File: src/rtl/bcr_pkg.sv
package bcr_pkg;

  typedef enum logic [1:0] {
    ST_IDLE  = 2'd0,
    ST_LEAD  = 2'd1,
    ST_FIELD = 2'd2
  } enc_state_e;

  // smallest w with 2**w >= n
  function automatic int unsigned ceil_log2(input int unsigned n);
    int unsigned w;
    w = 0;
    for (int i = 0; i < 31; i++) begin
      if ((32'd1 << i) < n) w = i + 1;
    end
    return w;
  endfunction

  // width of the location field for the next one in a row
  function automatic int unsigned loc_width(input bit first, input int unsigned prev,
                                            input int unsigned cols);
    if (first) return ceil_log2(cols);
    return ceil_log2(cols - 1 - prev);
  endfunction

  // value carried by that field: absolute column first, then gap
  function automatic int unsigned loc_value(input bit first, input int unsigned prev,
                                            input int unsigned col);
    if (first) return col;
    return col - prev - 1;
  endfunction

endpackage

File: src/rtl/bcr_next_one.sv
module bcr_next_one #(
  parameter int COLS = 8,
  localparam int CW  = $clog2(COLS)
) (
  input  logic [COLS-1:0] row_bits,
  input  logic [CW-1:0]   from_col,
  output logic            found,
  output logic [CW-1:0]   hit_col
);

  logic [COLS-1:0] masked;

  for (genvar g = 0; g < COLS; g++) begin : g_mask
    assign masked[g] = row_bits[g] && (from_col <= CW'(g));
  end

  always_comb begin
    found   = 1'b0;
    hit_col = '0;
    for (int i = COLS - 1; i >= 0; i--) begin
      if (masked[i]) begin
        found   = 1'b1;
        hit_col = CW'(i);
      end
    end
  end

endmodule

File: src/rtl/bcr_field_shift.sv
module bcr_field_shift #(
  parameter int FW = 3,
  localparam int WW = $clog2(FW + 1)
) (
  input  logic          clk,
  input  logic          rst_n,
  input  logic          load,
  input  logic [FW-1:0] load_val,
  input  logic [WW-1:0] load_w,
  input  logic          shift,
  output logic          bit_o,
  output logic          last_o
);

  logic [FW-1:0] val_q;
  logic [WW-1:0] cnt_q;

  always_ff @(posedge clk) begin
    if (!rst_n) begin
      val_q <= '0;
      cnt_q <= '0;
    end else if (load) begin
      val_q <= load_val << (WW'(FW) - load_w);
      cnt_q <= load_w;
    end else if (shift && cnt_q != '0) begin
      val_q <= val_q << 1;
      cnt_q <= cnt_q - 1'b1;
    end
  end

  assign bit_o  = val_q[FW-1];
  assign last_o = (cnt_q == WW'(1));

endmodule

File: src/rtl/bcr_bit_counter.sv
module bcr_bit_counter #(
  parameter int CNT_W = 10
) (
  input  logic             clk,
  input  logic             rst_n,
  input  logic             clear,
  input  logic             inc,
  output logic [CNT_W-1:0] count
);

  localparam logic [CNT_W-1:0] CNT_MAX = '1;

  always_ff @(posedge clk) begin
    if (!rst_n)                         count <= '0;
    else if (clear)                     count <= '0;
    else if (inc && count != CNT_MAX)   count <= count + 1'b1;
  end

endmodule

File: src/rtl/bitrow_coord_enc.sv
module bitrow_coord_enc
  import bcr_pkg::*;
#(
  parameter int ROWS  = 8,
  parameter int COLS  = 8,
  parameter int CNT_W = 10,
  localparam int CW   = $clog2(COLS),
  localparam int RW   = $clog2(ROWS),
  localparam int BLK  = ROWS * COLS,
  localparam int FW   = CW,
  localparam int WW   = $clog2(FW + 1)
) (
  input  logic             clk,
  input  logic             rst_n,
  input  logic             start,
  input  logic [BLK-1:0]   block_in,
  output logic             out_bit,
  output logic             out_valid,
  input  logic             out_ready,
  output logic             done,
  output logic [CNT_W-1:0] bit_count
);

  enc_state_e    state_q;
  logic [BLK-1:0] blk_q;
  logic [RW-1:0] row_q;
  logic [CW-1:0] pos_q;
  logic [CW-1:0] prev_q;
  logic [CW-1:0] cur_q;
  logic          first_q;
  logic          done_q;

  // named events
  logic [COLS-1:0] row_bits;
  logic            found;
  logic [CW-1:0]   hit_col;
  logic [WW-1:0]   hit_w;
  logic [FW-1:0]   hit_v;
  logic            acc;
  logic            start_take;
  logic            ev_lead_acc;
  logic            ev_one;
  logic            ev_field_acc;
  logic            field_done;
  logic            one_closed;
  logic [CW-1:0]   one_col;
  logic            row_end;
  logic            ev_last;
  logic            fs_bit;
  logic            fs_last;

  assign row_bits = blk_q[row_q * COLS +: COLS];

  bcr_next_one #(.COLS(COLS)) u_find (
    .row_bits (row_bits),
    .from_col (pos_q),
    .found    (found),
    .hit_col  (hit_col)
  );

  assign hit_w = WW'(loc_width(first_q, 32'(prev_q), COLS));
  assign hit_v = FW'(loc_value(first_q, 32'(prev_q), 32'(hit_col)));

  assign out_valid    = (state_q != ST_IDLE);
  assign acc          = out_valid && out_ready;
  assign start_take   = start && (state_q == ST_IDLE);
  assign ev_lead_acc  = acc && (state_q == ST_LEAD);
  assign ev_one       = ev_lead_acc && found;
  assign ev_field_acc = acc && (state_q == ST_FIELD);
  assign field_done   = ev_field_acc && fs_last;
  assign one_closed   = (ev_one && hit_w == '0) || field_done;
  assign one_col      = (state_q == ST_LEAD) ? hit_col : cur_q;
  assign row_end      = (ev_lead_acc && !found) ||
                        (one_closed && one_col == CW'(COLS - 1));
  assign ev_last      = row_end && (row_q == RW'(ROWS - 1));

  bcr_field_shift #(.FW(FW)) u_shift (
    .clk      (clk),
    .rst_n    (rst_n),
    .load     (ev_one && hit_w != '0),
    .load_val (hit_v),
    .load_w   (hit_w),
    .shift    (ev_field_acc),
    .bit_o    (fs_bit),
    .last_o   (fs_last)
  );

  always_comb begin
    case (state_q)
      ST_LEAD:  out_bit = found;
      ST_FIELD: out_bit = fs_bit;
      default:  out_bit = 1'b0;
    endcase
  end

  always_ff @(posedge clk) begin
    if (!rst_n) begin
      state_q <= ST_IDLE;
      blk_q   <= '0;
      row_q   <= '0;
      pos_q   <= '0;
      prev_q  <= '0;
      cur_q   <= '0;
      first_q <= 1'b1;
      done_q  <= 1'b0;
    end else begin
      done_q <= ev_last;
      if (start_take) begin
        state_q <= ST_LEAD;
        blk_q   <= block_in;
        row_q   <= '0;
        pos_q   <= '0;
        prev_q  <= '0;
        first_q <= 1'b1;
      end else if (row_end) begin
        if (ev_last) begin
          state_q <= ST_IDLE;
        end else begin
          state_q <= ST_LEAD;
          row_q   <= row_q + 1'b1;
          pos_q   <= '0;
          prev_q  <= '0;
          first_q <= 1'b1;
        end
      end else if (one_closed) begin
        state_q <= ST_LEAD;
        pos_q   <= one_col + 1'b1;
        prev_q  <= one_col;
        first_q <= 1'b0;
      end else if (ev_one) begin
        state_q <= ST_FIELD;
        cur_q   <= hit_col;
      end
    end
  end

  assign done = done_q;

  bcr_bit_counter #(.CNT_W(CNT_W)) u_count (
    .clk   (clk),
    .rst_n (rst_n),
    .clear (start_take),
    .inc   (acc),
    .count (bit_count)
  );

endmodule

File: config.mk
export PLATFORM = sky130hd
export DESIGN_NAME = bitrow_coord_enc
export DESIGN_NICKNAME = d
export VERILOG_FILES = /design/src/rtl/bcr_pkg.sv /design/src/rtl/bcr_next_one.sv /design/src/rtl/bcr_field_shift.sv /design/src/rtl/bcr_bit_counter.sv /design/src/rtl/bitrow_coord_enc.sv
export SDC_FILE = /design/constraint.sdc
export NUM_CORES = 1
export LEC_CHECK = 0
export ABC_AREA = 1
export BUFFER_PORTS_ARGS = -buffer_cell sky130_fd_sc_hd__buf_2
export CAP_MARGIN = 20
export CORE_MARGIN = 1.5
export CORE_UTILIZATION = 48
export CTS_BUF_LIST = sky130_fd_sc_hd__clkbuf_4
export DETAILED_ROUTE_END_ITERATION = 10
export HOLD_SLACK_MARGIN = 0.1
export PLACE_DENSITY = 0.81
export SLEW_MARGIN = 15
export SYNTH_ARGS = -nofsm -noshare
export SYNTH_HDL_FRONTEND = slang
export SYNTH_HIERARCHICAL = 1
export SYNTH_SLANG_ARGS = --single-unit
export TNS_END_PERCENT = 50
File: constraint.sdc
create_clock -name clk -period 4 [get_ports clk]
set_clock_uncertainty 0.15 [all_clocks]
set_input_delay 0.4 -clock clk [delete_from_list [all_inputs] [get_ports clk]]
set_output_delay 0.4 -clock clk [all_outputs]
set_load 0.01 [all_outputs]
[Word level (Yosys, flattened, before mapping)]
Cells that the tools add are included.
Storage, ports and cells
  bits of input ports: 68
  bits in registers: 95
  logic and storage cells: 181
Operators by class
  shifts and indexed selects: 2
  bitwise gates (word level): 5
  mux-type cells: 71
  order comparisons: 39
  equal/unequal tests: 7
  add/sub/neg operators: 8
  reductions and logical operators: 37
Operators by type and width (count)
  $mux 2: 37
  $shiftx 64x7->8: 1
  $mux 3: 18
  $lt 1x32->1 const A: 1
  $lt 10x32->1 const A: 1
  $lt 11x32->1 const A: 1
  $lt 12x32->1 const A: 1
  $lt 13x32->1 const A: 1
  $lt 14x32->1 const A: 1
  $lt 15x32->1 const A: 1
  $lt 16x32->1 const A: 1
  $lt 17x32->1 const A: 1
  $lt 18x32->1 const A: 1
  $lt 19x32->1 const A: 1
  $lt 2x32->1 const A: 1
  $lt 20x32->1 const A: 1
  $lt 21x32->1 const A: 1
  $lt 22x32->1 const A: 1
  $lt 23x32->1 const A: 1
  $lt 24x32->1 const A: 1
  $lt 25x32->1 const A: 1
  $lt 26x32->1 const A: 1
  $lt 27x32->1 const A: 1
  $lt 28x32->1 const A: 1
  39 further kinds: 92

[Logic depth before layout (Yosys ltp)]
Gate-level depths: netlist of the first run.
  depth in word-level cells: 43
  gate-level depth with buffers: 24
  gate-level depth less buffers: 22

[Modules after synthesis]
Netlist of the first run, hierarchy kept.
Modules (own cells, without submodules)
  bitrow_coord_enc: cells an instance 524, times used 1, seq. area each 1601.5 um^2, area an instance 3702.3 um^2
  bcr_bit_counter: cells an instance 85, times used 1, seq. area each 200.2 um^2, area an instance 574.3 um^2
  bcr_field_shift: cells an instance 47, times used 1, seq. area each 100.1 um^2, area an instance 315.3 um^2
  bcr_next_one: cells an instance 31, times used 1, seq. area each 0.0 um^2, area an instance 136.4 um^2

[Least setup slack after synthesis of the first run]
No wires, ideal clock.
  kind: reg2reg
  start point: register row_q[0]
  end point: register u_shift.val_q[2]
  required time: 3.780 ns
  path slack: 1.085 ns
  data arrival time: 2.695 ns
  setup time: 0.070 ns
  cell stages (with the launch flop): 23
  clock period less this slack: 2.915 ns
  path through: dfxtp_1 -> clkbuf_1 -> buf_2 -> nor2_1 -> o32ai_1 -> nand2_1 -> nand2_1 -> nand2_1 -> nand2_1 -> nand2_1 -> nand2_1 -> nand2_1 -> nand2_1 -> a21oi_2 -> ha_1 -> fa_1 -> a21oi_1 -> o21ai_0 -> xnor2_1 -> nand2_1 -> nand3_1 -> nand2_1 -> a21oi_1
On the way
  elaborated cells on any way between the ends: 34
RTL lines
  start: declaration: RTL line bitrow_coord_enc.sv:26  | logic [RW-1:0] row_q;
  start signal: assignment: RTL line bitrow_coord_enc.sv:120  | row_q <= row_q + 1'b1;
  $shiftx 64x7->8: RTL line bitrow_coord_enc.sv:52  | assign row_bits = blk_q[row_q * COLS +: COLS];
  via row_bits[6]: RTL line bitrow_coord_enc.sv:34  | logic [COLS-1:0] row_bits;
  $logic_and 1x1->1: RTL line bcr_next_one.sv:14  | assign masked[g] = row_bits[g] && (from_col <= CW'(g));
  $mux 3 (7 in a row): RTL line bcr_next_one.sv:21  | if (masked[i]) begin
  via hit_col[0]: RTL line bitrow_coord_enc.sv:36  | logic [CW-1:0] hit_col;
  $sub 3x3->3: RTL line bcr_pkg.sv:30  | return col - prev - 1;
  $sub 3x2->3: RTL line bcr_pkg.sv:30
  $mux 3: RTL line bcr_pkg.sv:30
  via hit_v[2]: RTL line bitrow_coord_enc.sv:38  | logic [FW-1:0] hit_v;
  $shl 3x2->3: RTL line bcr_field_shift.sv:23  | val_q <= load_val << (WW'(FW) - load_w);
  $mux 3: RTL line bcr_field_shift.sv:22  | end else if (load) begin
  end signal: assignment: RTL line bcr_field_shift.sv:23
  end signal: assignment: RTL line bcr_field_shift.sv:26  | val_q <= val_q << 1;
  end: declaration: RTL line bcr_field_shift.sv:15  | logic [FW-1:0] val_q;
The timed path passes the listed nets, and every way through them passes these cells.
A chain may end at the register's enable or synchronous reset.

[Worst setup path after layout of the first run]
  start point: register row_q[0]
  end point: register row_q[1]
On the way
  elaborated cells on any way between the ends: 39
RTL lines
  $shiftx 64x7->8 *: RTL line bitrow_coord_enc.sv:52
  via row_bits[3]: RTL line bitrow_coord_enc.sv:34
  $logic_and 1x1->1 *: RTL line bcr_next_one.sv:14
  $mux 3 * (4 in a row): RTL line bcr_next_one.sv:21
  via hit_col[1]: RTL line bitrow_coord_enc.sv:36
  $mux 3 *: RTL line bitrow_coord_enc.sv:72  | assign one_col = (state_q == ST_LEAD) ? hit_col : cur_q;
  $eq 3x3->1 *: RTL line bitrow_coord_enc.sv:74  | (one_closed && one_col == CW'(COLS - 1));
  $logic_and 1x1->1 *: RTL line bitrow_coord_enc.sv:74
  $logic_or 1x1->1 *: RTL line bitrow_coord_enc.sv:73  | assign row_end = (ev_lead_acc && !found) ||
  $logic_and 1x1->1: RTL line bitrow_coord_enc.sv:75  | assign ev_last = row_end && (row_q == RW'(ROWS - 1));
  $not 1->1 (no source line)
  $reduce_and 2->1 (no source line) *
Mark *: on every way through the listed nets, which the timed path passes. The rest lies on a longest branch.

==> summary by stage, run 1 <==
Worst setup path
The critical path starts at row_q[0]. The cell that appears most often on the critical path is nand2_1. The worst setup path is of the flip-flop to flip-flop kind. The number of buffers and inverters on the critical path is 4. The critical path goes through buf_4, nor2_1, o32ai_1, nand2_1, nand2_1, nand2_1, nand2_1, inv_1, a21oi_2, nand2_1, o21ai_0, ha_1, ha_1, inv_1, nand2_1, nand3_2, clkinv_1, nand2_1, a21oi_1. The highest-delay cell along the critical path is dfxtp_1.

The worst endpoint data arrival time is 3.75 ns. In this run the worst path has a maximum fanout of 22. The depth of the critical timing path with buffers and inverters included is 19.

The worst register-to-register path has a depth of 19. The endpoint kind of the worst setup timing path is a flip-flop. The cell family contributing the most delay on the critical path is simple AND/OR/NAND/NOR gates.

The worst setup path is launched from a flip-flop. The launch instance of the worst register-to-register path is row_q[0]. The worst stage delay on the critical path is 0.58 ns. Data on the critical path is required at its endpoint by 4.24 ns.

Logic synthesis
Counting distinct cell types in the post-synthesis netlist gives 34. In the synthesized netlist, the cells that appear most often are nor2_1 (204), o21ai_0 (98), dfxtp_1 (95). Counting flops with an async set or reset pin after synthesis yields a share of 0. Dividing the synthesized area by the synthesized cell count gives 6.88 µm². For this run, the number of Yosys warnings is 6. After synthesis the netlist holds a flip-flop and latch count of 95. After synthesis the cells add up to 0.00473 mm². The most instantiated flip-flop cell in the synthesis netlist is dfxtp_1.

The most common cell in the synthesized netlist is nor2_1. By area the synthesized netlist is led by dfxtp_1 (40%), nor2_1 (16%), o21ai_0 (10%), nand2_1 (7.4%), inv_1 (3.2%). The portion of synthesized cell area occupied by the leading cell type is 0.402. The most area-hungry cell type in the Yosys netlist is dfxtp_1.

The share of the Yosys chip area taken by registers is 0.402. The number of nets handed over by synthesis was 767. The instance count of the mapped netlist is 687.

In this run, synthesis inferred 0 flip-flops with an integrated enable.

Final layout
The fraction of final layout cells with drive strength greater than 1 is 0.165. After routing the design area is 0.00597 mm². The number of cells in the finished layout apart from fillers is 950. The number of diodes is 0. The final layout net count is 892. Compared with the post-synthesis result, the final layout area differs by 26.4%. The number of filler cells placed in the layout is 816.

Timing
The worst pin sits at a relative slew slack of 0.619. The measured slew at the worst slew-check pin is 0.566 ns. The final setup violation count is 0. Setup repair after global routing left no endpoint under its margin. The final clock period utilization by the worst path is 0.877. The highest clock frequency the design can meet is 285 MHz. The smallest clock period supported by the final layout is computed as 3.51 ns. The final-report max-slew violation count is 0. Adding up every negative setup slack in the final design gives 0 ns. The final hold violation count came to 0.

GRT
The wire length of the first global-routing pass is 20,100 µm. The total congestion overflow after global routing is 0. The largest net degree at the start of global routing is 67. In the global route stage, overall resource usage came out at 0.240. The number of antenna violations at the first check in global routing came to 0. The number of global-route vias before repair is 4,528.

Detailed routing
After detailed routing, the average wire length per cell comes to 12.3 µm. The total routed wirelength is 11,600 µm. The detailed router placed 4,862 vias in this run.

The number of remaining DRC errors is 0. The remaining antenna violation count is 0. The number of DRC markers after the initial detailed-route iteration is 318. After detailed routing, the number of vias per cell comes to 5.12. The first detailed-routing pass took 7 iterations.

Clocking
The number of sinks handled by clock tree synthesis is 95. Post-CTS timing repair inserted 0 buffers for setup. The number of levels the H-tree was split into is 3.

The clock tree from TritonCTS is done. The number of buffers inserted during clock tree synthesis is 9. The library cell used as clock root buffer is clkbuf_4. No sink is reached through more buffers than the 2 on the longest clock path. Clock latency on the worst-skew pair, taken at its later pin, is 0.45 ns. The clock transition time at the flip-flop clock pins of the worst setup and hold paths is 0.15 ns.

Place
Summing all placed instances gives a cell area of 0.00517 mm². The sum of net half-perimeters after detailed placement is 7700 µm. The placer congestion estimate is 0.912.

The number of placed cells counting well taps is 869. During placement, the flow inserted port buffers numbering 80.

Run
The tool flagged a number of max-cap violations equal to 0.

Floorplan
The die covers 0.0105 mm². The core region is 0.00968 mm². The number of top-level pins is 81.

The number of rows in the core area is 36. For this configuration, the core starts out at a cell density of 0.488. The overall die width is 102 µm. The die extent in y is 102 µm.

Outcome
The flow ran to the end, and the final reports show no timing, DRC or antenna violations.

Min path
The tightest min-delay check is of the input port to flip-flop type. The hold path startpoint is rst_n. The number of cells on the worst hold path is 3.

Pwr
Dividing total power by cell area gives a power density of 323 mW/mm². The leakage power of the design is 2.64 nW. The worst voltage drop across the vdd grid is 0.240 mV. The design draws 1.93 mW.
==> sequential cells by signal, summed over array words and instances (netlist names) <==
signal / cells
prev_q: 3
state_q: 2
blk_q: 64
pos_q: 3
u_shift/cnt_q: 2
u_count/count: 10
cur_q: 3
row_q: 3
u_shift/val_q: 3
first_q: 1
done: 1
==> logic make-up after synthesis <==
| logic type | share of synthesized area |
|---|---|
| adders and majority gates | 0.0333 |
| DFF | 0.402 |
| and+or+nand+nor | 0.316 |
| xor gates and xnor gates | 0.00185 |
| AOI/OAI and AO/OA | 0.178 |
| buffers and inverters | 0.0688 |
==> per-layer routing <==
layer,global-route usage,share of wire,wire length (µm),up-vias
met5,0,0,0,-
met4,0.0906,0.019,225,0
met3,0.0328,0.042,488,25
met2,0.419,0.49,5740,148
met1,0.301,0.45,5180,2205
li1,-,-,-,2484
==> layout make-up <==
type | count | area, µm² | area share
clock inverter | 5 | 57.6 | 0.00963
multi-input combinational | 512 | 2500 | 0.419
inverter | 45 | 169 | 0.0283
tap | 133 | 166 | 0.0279
sequential | 95 | 1900 | 0.319
timing repair buffer | 149 | 1090 | 0.183
clock buffer | 11 | 82.6 | 0.0138
==> worst register-to-register path: cells and delay by family, from the launching register on <==
| family | cells | cell delay, ns |
|---|---|---|
| adder cells (fa/ha/maj) | 2 | 0.36 |
| buffers and inverters | 4 | 0.61 |
| AO/OA/AOI/OAI | 4 | 0.83 |
| flip-flops | 1 | 0.58 |
| AND/OR/NAND/NOR | 9 | 0.95 |
==> placed cells by master, fill, tap and decap left out, types with 2 or more instances in the layout <==
cell / Yosys / routed
nor2_1: 204 / 204
o21ai_0: 98 / 98
dfxtp_1: 95 / 94
nand2_1: 93 / 93
buf_2: 8 / 80
dlygate4sd3_1: 0 / 64
inv_1: 40 / 39
a21oi_1: 24 / 23
nand3_1: 23 / 23
o32ai_1: 16 / 16
ha_1: 11 / 11
clkbuf_4: 0 / 11
nand2_2: 6 / 6
inv_2: 4 / 5
a21oi_2: 4 / 5
nor2_4: 4 / 4
nand3_2: 4 / 4
buf_4: 0 / 4
nor2_2: 3 / 3
nor3_1: 3 / 3
nand4_1: 3 / 3
a21boi_2: 2 / 2
nand3_4: 2 / 2
clkinv_1: 1 / 2
o21ai_1: 2 / 2
clkinvlp_4: 0 / 2
nand3b_1: 2 / 2
==> final timing paths <==
check / to / slack (ns)
setup / recovery: row_q[1] / 0.49
hold reg to reg: cur_q[0] / 0.31
setup reg to reg: row_q[1] / 0.49
hold / removal: u_shift/val_q[2] / 0.22
==> where the power goes <==
group	switching, mW	internal (mW)
clock	0.330	0.205
combinational	0.187	0.157
sequential	0.0399	1.01
==> through the flow <==
step | hold WS [ns] | utilization | setup slack, ns
6_report | 0.219 | 0.617 | 0.490
3_5_place_dp | 0.292 | 0.534 | 0.401
4_1_cts | 0.207 | 0.614 | 0.362
3_3_place_gp | 0.299 | 0.534 | 0.595
2_1_floorplan | 0.275 | - | 1.09
5_1_grt | 0.233 | 0.617 | 0.0393
==> repair_timing <==
item,CTS,global route
hold endpoints to repair,64,0
hold buffers,64,0
endpoints found under the setup margin,0,11
gates resized for setup,0,2
No activity file was read; power rests on OpenSTA's default activity.
==> run 2: changes to the inputs <==
Settings changed: GPL_ROUTABILITY_DRIVEN set to 0, PLACE_DENSITY 0.81 to 0.7.
==> run 2 against run 1 <==
Non-clock buffer count increased by 3. Register-to-register slack improved by 0.11 ns. Critical path depth up 2. Sequential share of layout area is 0.17 points lower. Die area stayed put. Critical path type unchanged. Critical endpoint is now row_q[2]. Largest cell class unchanged. Highest routed layer unchanged.
==> summary by stage, run 2 (synthesis gave the netlist of run 1 again) <==
Outcome
The flow ran to the end, and the final reports show no timing, DRC or antenna violations.

Clocking
TritonCTS built the clock tree. The number of buffers inserted during clock tree synthesis is 9. No sink is reached through more buffers than the 2 on the longest clock path. Counting every sink on the clock net gives 95. Once the clock tree was built, the setup fixing pass inserted 0 buffers. The library cell used as clock root buffer is clkbuf_4.

The insertion delay to the later sink of the worst-skew pair is 0.45 ns. Clock-pin slew was measured on the worst setup and hold paths at 0.16 ns. The number of levels the H-tree was split into is 3.

Final layout
The largest registers in the layout are blk_q (64), u_count/count (10). At the end of the flow, the number of nets in the layout was 895. Relative to the synthesized area, the layout overhead comes to 26.9%. The number of filler cells placed in the layout is 857. The fraction of final layout cells with drive strength greater than 1 is 0.167.

The flip-flop count of the largest register, all copies and words added is 64. The register with the highest flop count is blk_q. The most common library cell in the layout ignoring fill and taps is nor2_1.

The library cells used most frequently in the layout, excluding fill and tap cells, are nor2_1 (204), o21ai_0 (98), dfxtp_1 (95), nand2_1 (93), buf_2 (80). For this run, the number of standard cells in the final layout without fillers is 953. The number of diodes is 0.

Floorplan
In this run the vertical extent of the chip is 102 µm. The die is 102 µm wide. The core region is 0.00968 mm². The total die area is 0.0105 mm². The number of top-level pins is 81. The number of rows in the core area is 36.

The starting utilization of the core area is 0.488.

Timing
Setup repair after global routing left no endpoint under its margin. The final critical delay including setup and external delays is 3.40 ns. The accumulated negative setup slack is 0 ns.

Headroom to the max-slew limit came out at 0.618. The final-report max-slew violation count was 0. The final hold violation count is 0. Setup violations remaining at the end of the flow were counted as 0.

At the pin with the least slew margin, the transition time is 0.567 ns. The highest clock frequency the design can meet is 294 MHz. In the finished design, the share of the clock period the worst path needs comes to 0.851.

GRT
The number of antenna violations at the first check in global routing is 0. Summed over all layers, the global routing overflow is 0. The largest net degree at the start of global routing is 67. The overall track demand over capacity in global routing is 0.228. The number of global-route vias before repair is 4,344. The first global-routing pass estimated 19,200 µm of wire.

Detailed routing
The remaining antenna violation count is 0. For this block, the initial DRC count from the detailed router was 306. In the routed design, unresolved DRC markers number 0.

For this block, the routed nets add up to 11,500 µm of wire. The first detailed-routing pass took 5 iterations. In the final routed layout, each cell accounts on average for 12.0 µm.

Using the TritonRoute via totals, the vias-per-cell ratio works out to 5.01. Summing over every cut layer, the via total after detailed routing is 4,774.

Place
In this run the tool buffered the top-level ports with 80 buffer cells. The number of placed cells counting well taps is 872. Once detailed placement completed, the half-perimeter wirelength came to 7750 µm.

Worst setup path
The highest-delay cell along the critical path is dfxtp_1. The kind of cell adding the most delay to the critical path is simple AND/OR/NAND/NOR gates. Traced cell by cell, the critical path runs through buf_4, inv_1, buf_4, nor2_1, o32ai_1, nand2_1, nand2_1, nand2_1, nand2_1, nand3_1, a21oi_1, nand2_1, o21ai_0, ha_1, ha_1, inv_1, nand2_1, nand3_2, clkinv_1, nand2_1, a21oi_1. STA classifies the critical path endpoint as a flip-flop.

The kind of start point of the critical path is a flip-flop. The type of the worst setup path is flip-flop to flip-flop. The maximum fanout along the worst path is 17. At the worst endpoint, the required time is 4.22 ns. On the worst path, the slowest cell contributes a delay of 0.33 ns. The number of buffers and inverters on the critical path is 5. STA puts the critical path data arrival time at 3.63 ns.

Among the stages of the critical path, the cell type that occurs most often is nand2_1.

Pwr
The leakage power of the design is 2.66 nW. Dividing total power by cell area gives a power density of 324 mW/mm². The worst voltage drop across the vdd grid is 0.218 mV.

Min path
The worst min-delay path category is input port to flip-flop.

Run
Max-cap violations in this run came to 0.
-- run 2: area by class of cell --
type                    instances  area [µm²]  area share
well taps                     133         166      0.0277
flip-flops and latches         95        1900       0.317
clock buffers                  10        75.1      0.0125
multi-input cells             512        2500       0.417
clock inverters                 6        75.1      0.0125
inverters                      45         169      0.0281
repair buffers                152        1110       0.186
-- run 2: metrics by stage --
| stage | utilization | hold WS [ns] | power [mW] | area, µm² | setup WS [ns] |
|---|---|---|---|---|---|
| finish | 0.620 | 0.267 | 1.95 | 6000 | 0.597 |
| CTS | 0.618 | 0.251 | 1.95 | 5980 | 0.625 |
| global placement | 0.536 | 0.291 | 1.35 | 5190 | 0.829 |
| detailed placement | 0.536 | 0.300 | 1.36 | 5190 | 0.653 |
| floorplan | - | 0.275 | 1.27 | 4730 | 1.09 |
| global route | 0.620 | 0.285 | 2.06 | 6000 | 0.307 |
-- run 2: metal layers --
metal,up-vias,share of wire,global-route usage
met5,-,0,0
met4,0,0.014,0.0759
met3,16,0.035,0.0321
met2,106,0.48,0.386
met1,2164,0.47,0.298
li1,2488,-,-
-- run 2: timing repair --
item,4_1_cts,5_1_grt
hold buffers,64,0
resized for setup,0,0
hold endpoints to repair,64,0
-- run 2: worst paths after layout --
| path | to | slack (ns) | depth (start not counted) | from |
|---|---|---|---|---|
| worst max-delay path | row_q[2] | 0.60 | 21 | row_q[0] |
| worst max register to register | row_q[2] | 0.60 | 21 | row_q[0] |
| worst min-delay path | state_q[1] | 0.27 | 5 | out_ready |
| worst min register to register | cur_q[2] | 0.32 | 2 | cur_q[2] |
-- run 2: worst reg2reg max path: stages, from the launching register on --
cell,delay [ns]
dfxtp_1,0.33
buf_4,0.18
inv_1,0.08
buf_4,0.20
nor2_1,0.06
o32ai_1,0.30
nand2_1,0.09
nand2_1,0.08
nand2_1,0.07
nand2_1,0.09
nand3_1,0.07
a21oi_1,0.31
nand2_1,0.08
o21ai_0,0.13
ha_1,0.22
ha_1,0.15
inv_1,0.07
nand2_1,0.10
nand3_2,0.25
clkinv_1,0.16
nand2_1,0.06
a21oi_1,0.13
-- run 2: power breakdown --
group	internal (mW)	total [mW]	switching [mW]	leakage, nW
sequential	1.01	1.05	0.0400	0.781
combinational	0.156	0.340	0.184	1.80
clock	0.209	0.553	0.344	0.0799
total	1.38	1.95	0.568	2.66
==> run 3: changes to the inputs <==
Settings changed: CELL_PAD_IN_SITES_DETAIL_PLACEMENT set to 1, CELL_PAD_IN_SITES_GLOBAL_PLACEMENT set to 1, CORE_UTILIZATION 48 to 41, PLACE_DENSITY 0.7 to not set, PLACE_DENSITY_LB_ADDON set to 0.1.
==> run 3 against run 2 <==
Clock power grew 6.3%. Core utilization shrank 8.9 points. Critical path type unchanged. Largest power group unchanged. Critical path depth grew 3. Global-route usage grew 1.3 points.
==> summary by stage, run 3 (synthesis gave the netlist of run 1 again) <==
Detailed routing
After the first detailed-routing iteration, the DRC count stood at 218. The per-cell routed wire length is 14.7 µm. Using the TritonRoute via totals, the vias-per-cell ratio works out to 5.07.

In the routed design, unresolved DRC markers number 0. For this block, the routed nets add up to 14,100 µm of wire. The remaining antenna violation count is 0. Detailed routing inserted a total of 4,882 vias. The first-pass iteration count of the detailed router is 4.

Floorplan
The number of rows in the core area is 39. The area of the core region is 0.0113 mm². The die covers 0.0122 mm².

The die is 110 µm tall. The number of top-level pins is 81. The starting utilization of the core area is 0.418.

The overall die width is 110 µm.

Clocking
Counting the buffers created by CTS gives 9. The number of sinks handled by clock tree synthesis is 95. The clock transition time at the flip-flop clock pins of the worst setup and hold paths is 0.15 ns. The number of levels the H-tree was split into is 3. For the worst-skew pair, the clock arrives at the later sink with an insertion delay of 0.46 ns. The library cell used as clock root buffer is clkbuf_4. The post-CTS setup buffer count is 0. The deepest clock path buffer count is 2.

TritonCTS built the clock tree.

Final layout
The fraction of final layout cells with drive strength greater than 1 is 0.166. In the layout the commonest cells are nor2_1 (204), o21ai_0 (98), dfxtp_1 (95), nand2_1 (93), buf_2 (80). After the flow finishes, the layout carries non-filler instances totaling 962.

The library cell used most frequently in the layout, excluding fill and tap cells, is nor2_1. The number of diodes is 0. The register with the most flip-flops in the layout has 64 of them.

The register with the highest flop count is blk_q. The signed area change from the synthesized netlist to the final layout is 27.0%. The net count of the finished layout is 894.

The largest registers in the layout are blk_q (64), u_count/count (10).

Place
Once placement completed, the tool counted placed cells totaling 882. The count of buffers added on input and output ports is 80. The wire-length estimate of the detail-placed layout is 9200 µm.

GRT
The number of global-route vias before repair is 4,982. The wire length of the first global-routing pass is 22,900 µm. The total congestion overflow after global routing is 0. The overall track demand over capacity in global routing is 0.241. The number of antenna violations at the first check in global routing is 0. Entering global routing, the biggest net connects 67 pins.

Pwr
IR analysis of the VDD net gives a maximum drop of 0.222 mV. The sequential fraction of design power is 0.527. The leakage power of the design is 2.66 nW. The share of total power dissipated in the clock network is 0.295.

Of the total power, the share spent switching nets is 0.290. The analysis attributes to net switching a power of 578 µW. The proportion of power drawn by combinational gates is 0.178. The cell-internal power is 1.42 mW. Power spread over the standard cell area amounts to 332 mW/mm².

Timing
The final hold violation count is 0. The final clock period utilization by the worst path is 0.885. The final-report max-slew violation count is 0. The final setup violation count is 0. For the pin with the worst max-slew slack, the measured transition is 0.708 ns.

Setup total negative slack on the finished layout was measured at 0 ns. The final critical delay including setup and external delays is 3.54 ns. Static timing analysis puts the maximum clock frequency at 283 MHz. The relative slew slack is 0.528. Setup repair after global routing left no endpoint under its margin.

Worst setup path
On the worst path, the slowest cell contributes a delay of 0.33 ns. The worst endpoint data arrival time is 3.75 ns. The worst setup path is captured at a flip-flop.

The type of the worst setup path is flip-flop to flip-flop. The signal on the critical path passes through buf_4, inv_1, buf_4, nor2_1, o32ai_1, nand2_1, nand2_1, nand2_1, nand2_1, nand2_1, nand2_1, nand2_1, nand2_1, a21oi_2, nand2_1, o21ai_0, ha_1, ha_1, inv_1, nand2_1, nand3_2, clkinv_1, nand2_1, a21oi_1. In this run the worst path has a maximum fanout of 33. The launch instance of the worst register-to-register path is row_q[0]. The launch point of the critical path is row_q[0].

For the worst setup path, the data required time is 4.21 ns. The cell that appears most often on the critical path is nand2_1. On the critical path, the stage with the largest delay is an instance of dfxtp_1.

The number of buffers and inverters on the critical path is 5. The kind of start point of the critical path is a flip-flop. On the critical path the largest part of the delay comes from simple AND/OR/NAND/NOR gates.

Outcome
The run finished with clean final reports.

Run
The max-cap violation count is 0.

Min path
The tightest min-delay check is of the input port to flip-flop type. The hold path startpoint is out_ready.
[run 3: final cells by class]
type	count	area [µm²]
Fill cell	1479	5320
Multi-Input combinational cell	512	2500
Sequential cell	95	1900
Timing Repair Buffer	151	1090
Tap cell	143	179
Inverter	45	169
Clock inverter	7	87.6
Clock buffer	9	67.6
[run 3: worst reg2reg max path, delay by kind of cell, from the launching register on]
family                   cells  cell delay (ns)
flip-flops                   1             0.33
buffers and inverters        5             0.81
AO/OA/AOI/OAI                4             0.61
AND/OR/NAND/NOR             13             1.10
adder cells (fa/ha/maj)      2             0.44
[run 3: path summary, 6_finish.rpt]
check / end / cells after the start / slack [ns]
worst max-delay path: row_q[1] / 24 / 0.46
worst min-delay path: state_q[1] / 5 / 0.26
worst max register to register: row_q[1] / 24 / 0.46
worst min register to register: cur_q[0] / 2 / 0.33
[run 3: metal layers]
layer,wire [µm],vias up,global-route usage,part of all wire
met2,6890,81,0.414,0.49
met5,0,-,0,0
li1,-,2485,-,-
met3,420,20,0.0464,0.030
met1,6610,2296,0.304,0.47
met4,218,0,0.0751,0.015
[run 3: timing repair]
item / in CTS / in global routing
endpoints found under the hold margin: 64 / 0
setup endpoints to repair: 0 / 2
gates resized for setup: 0 / 1
hold buffers: 64 / 0
[run 3: power by group through the flow]
| stage | registers, mW | logic [mW] | clock network [mW] |
|---|---|---|---|
| global route | 1.06 | 0.405 | 0.633 |
| global placement | 1.07 | 0.286 | 0 |
| CTS | 1.05 | 0.349 | 0.603 |
| floorplan | 1.06 | 0.209 | 0 |
| detailed placement | 1.07 | 0.301 | 0 |
| finish | 1.05 | 0.355 | 0.588 |
[run 3: per-stage QoR]
step / total power, mW / instance area [µm²] / setup WS [ns] / util / hold WS (ns)
after floorplan: 1.27 / 4730 / 1.09 / - / 0.275
after global placement: 1.36 / 5200 / 0.584 / 0.460 / 0.301
after detailed placement: 1.37 / 5200 / 0.376 / 0.460 / 0.306
after CTS: 2.00 / 6000 / 0.341 / 0.530 / 0.210
after global routing: 2.10 / 6000 / 0.0479 / 0.530 / 0.234
final: 1.99 / 6000 / 0.460 / 0.530 / 0.259
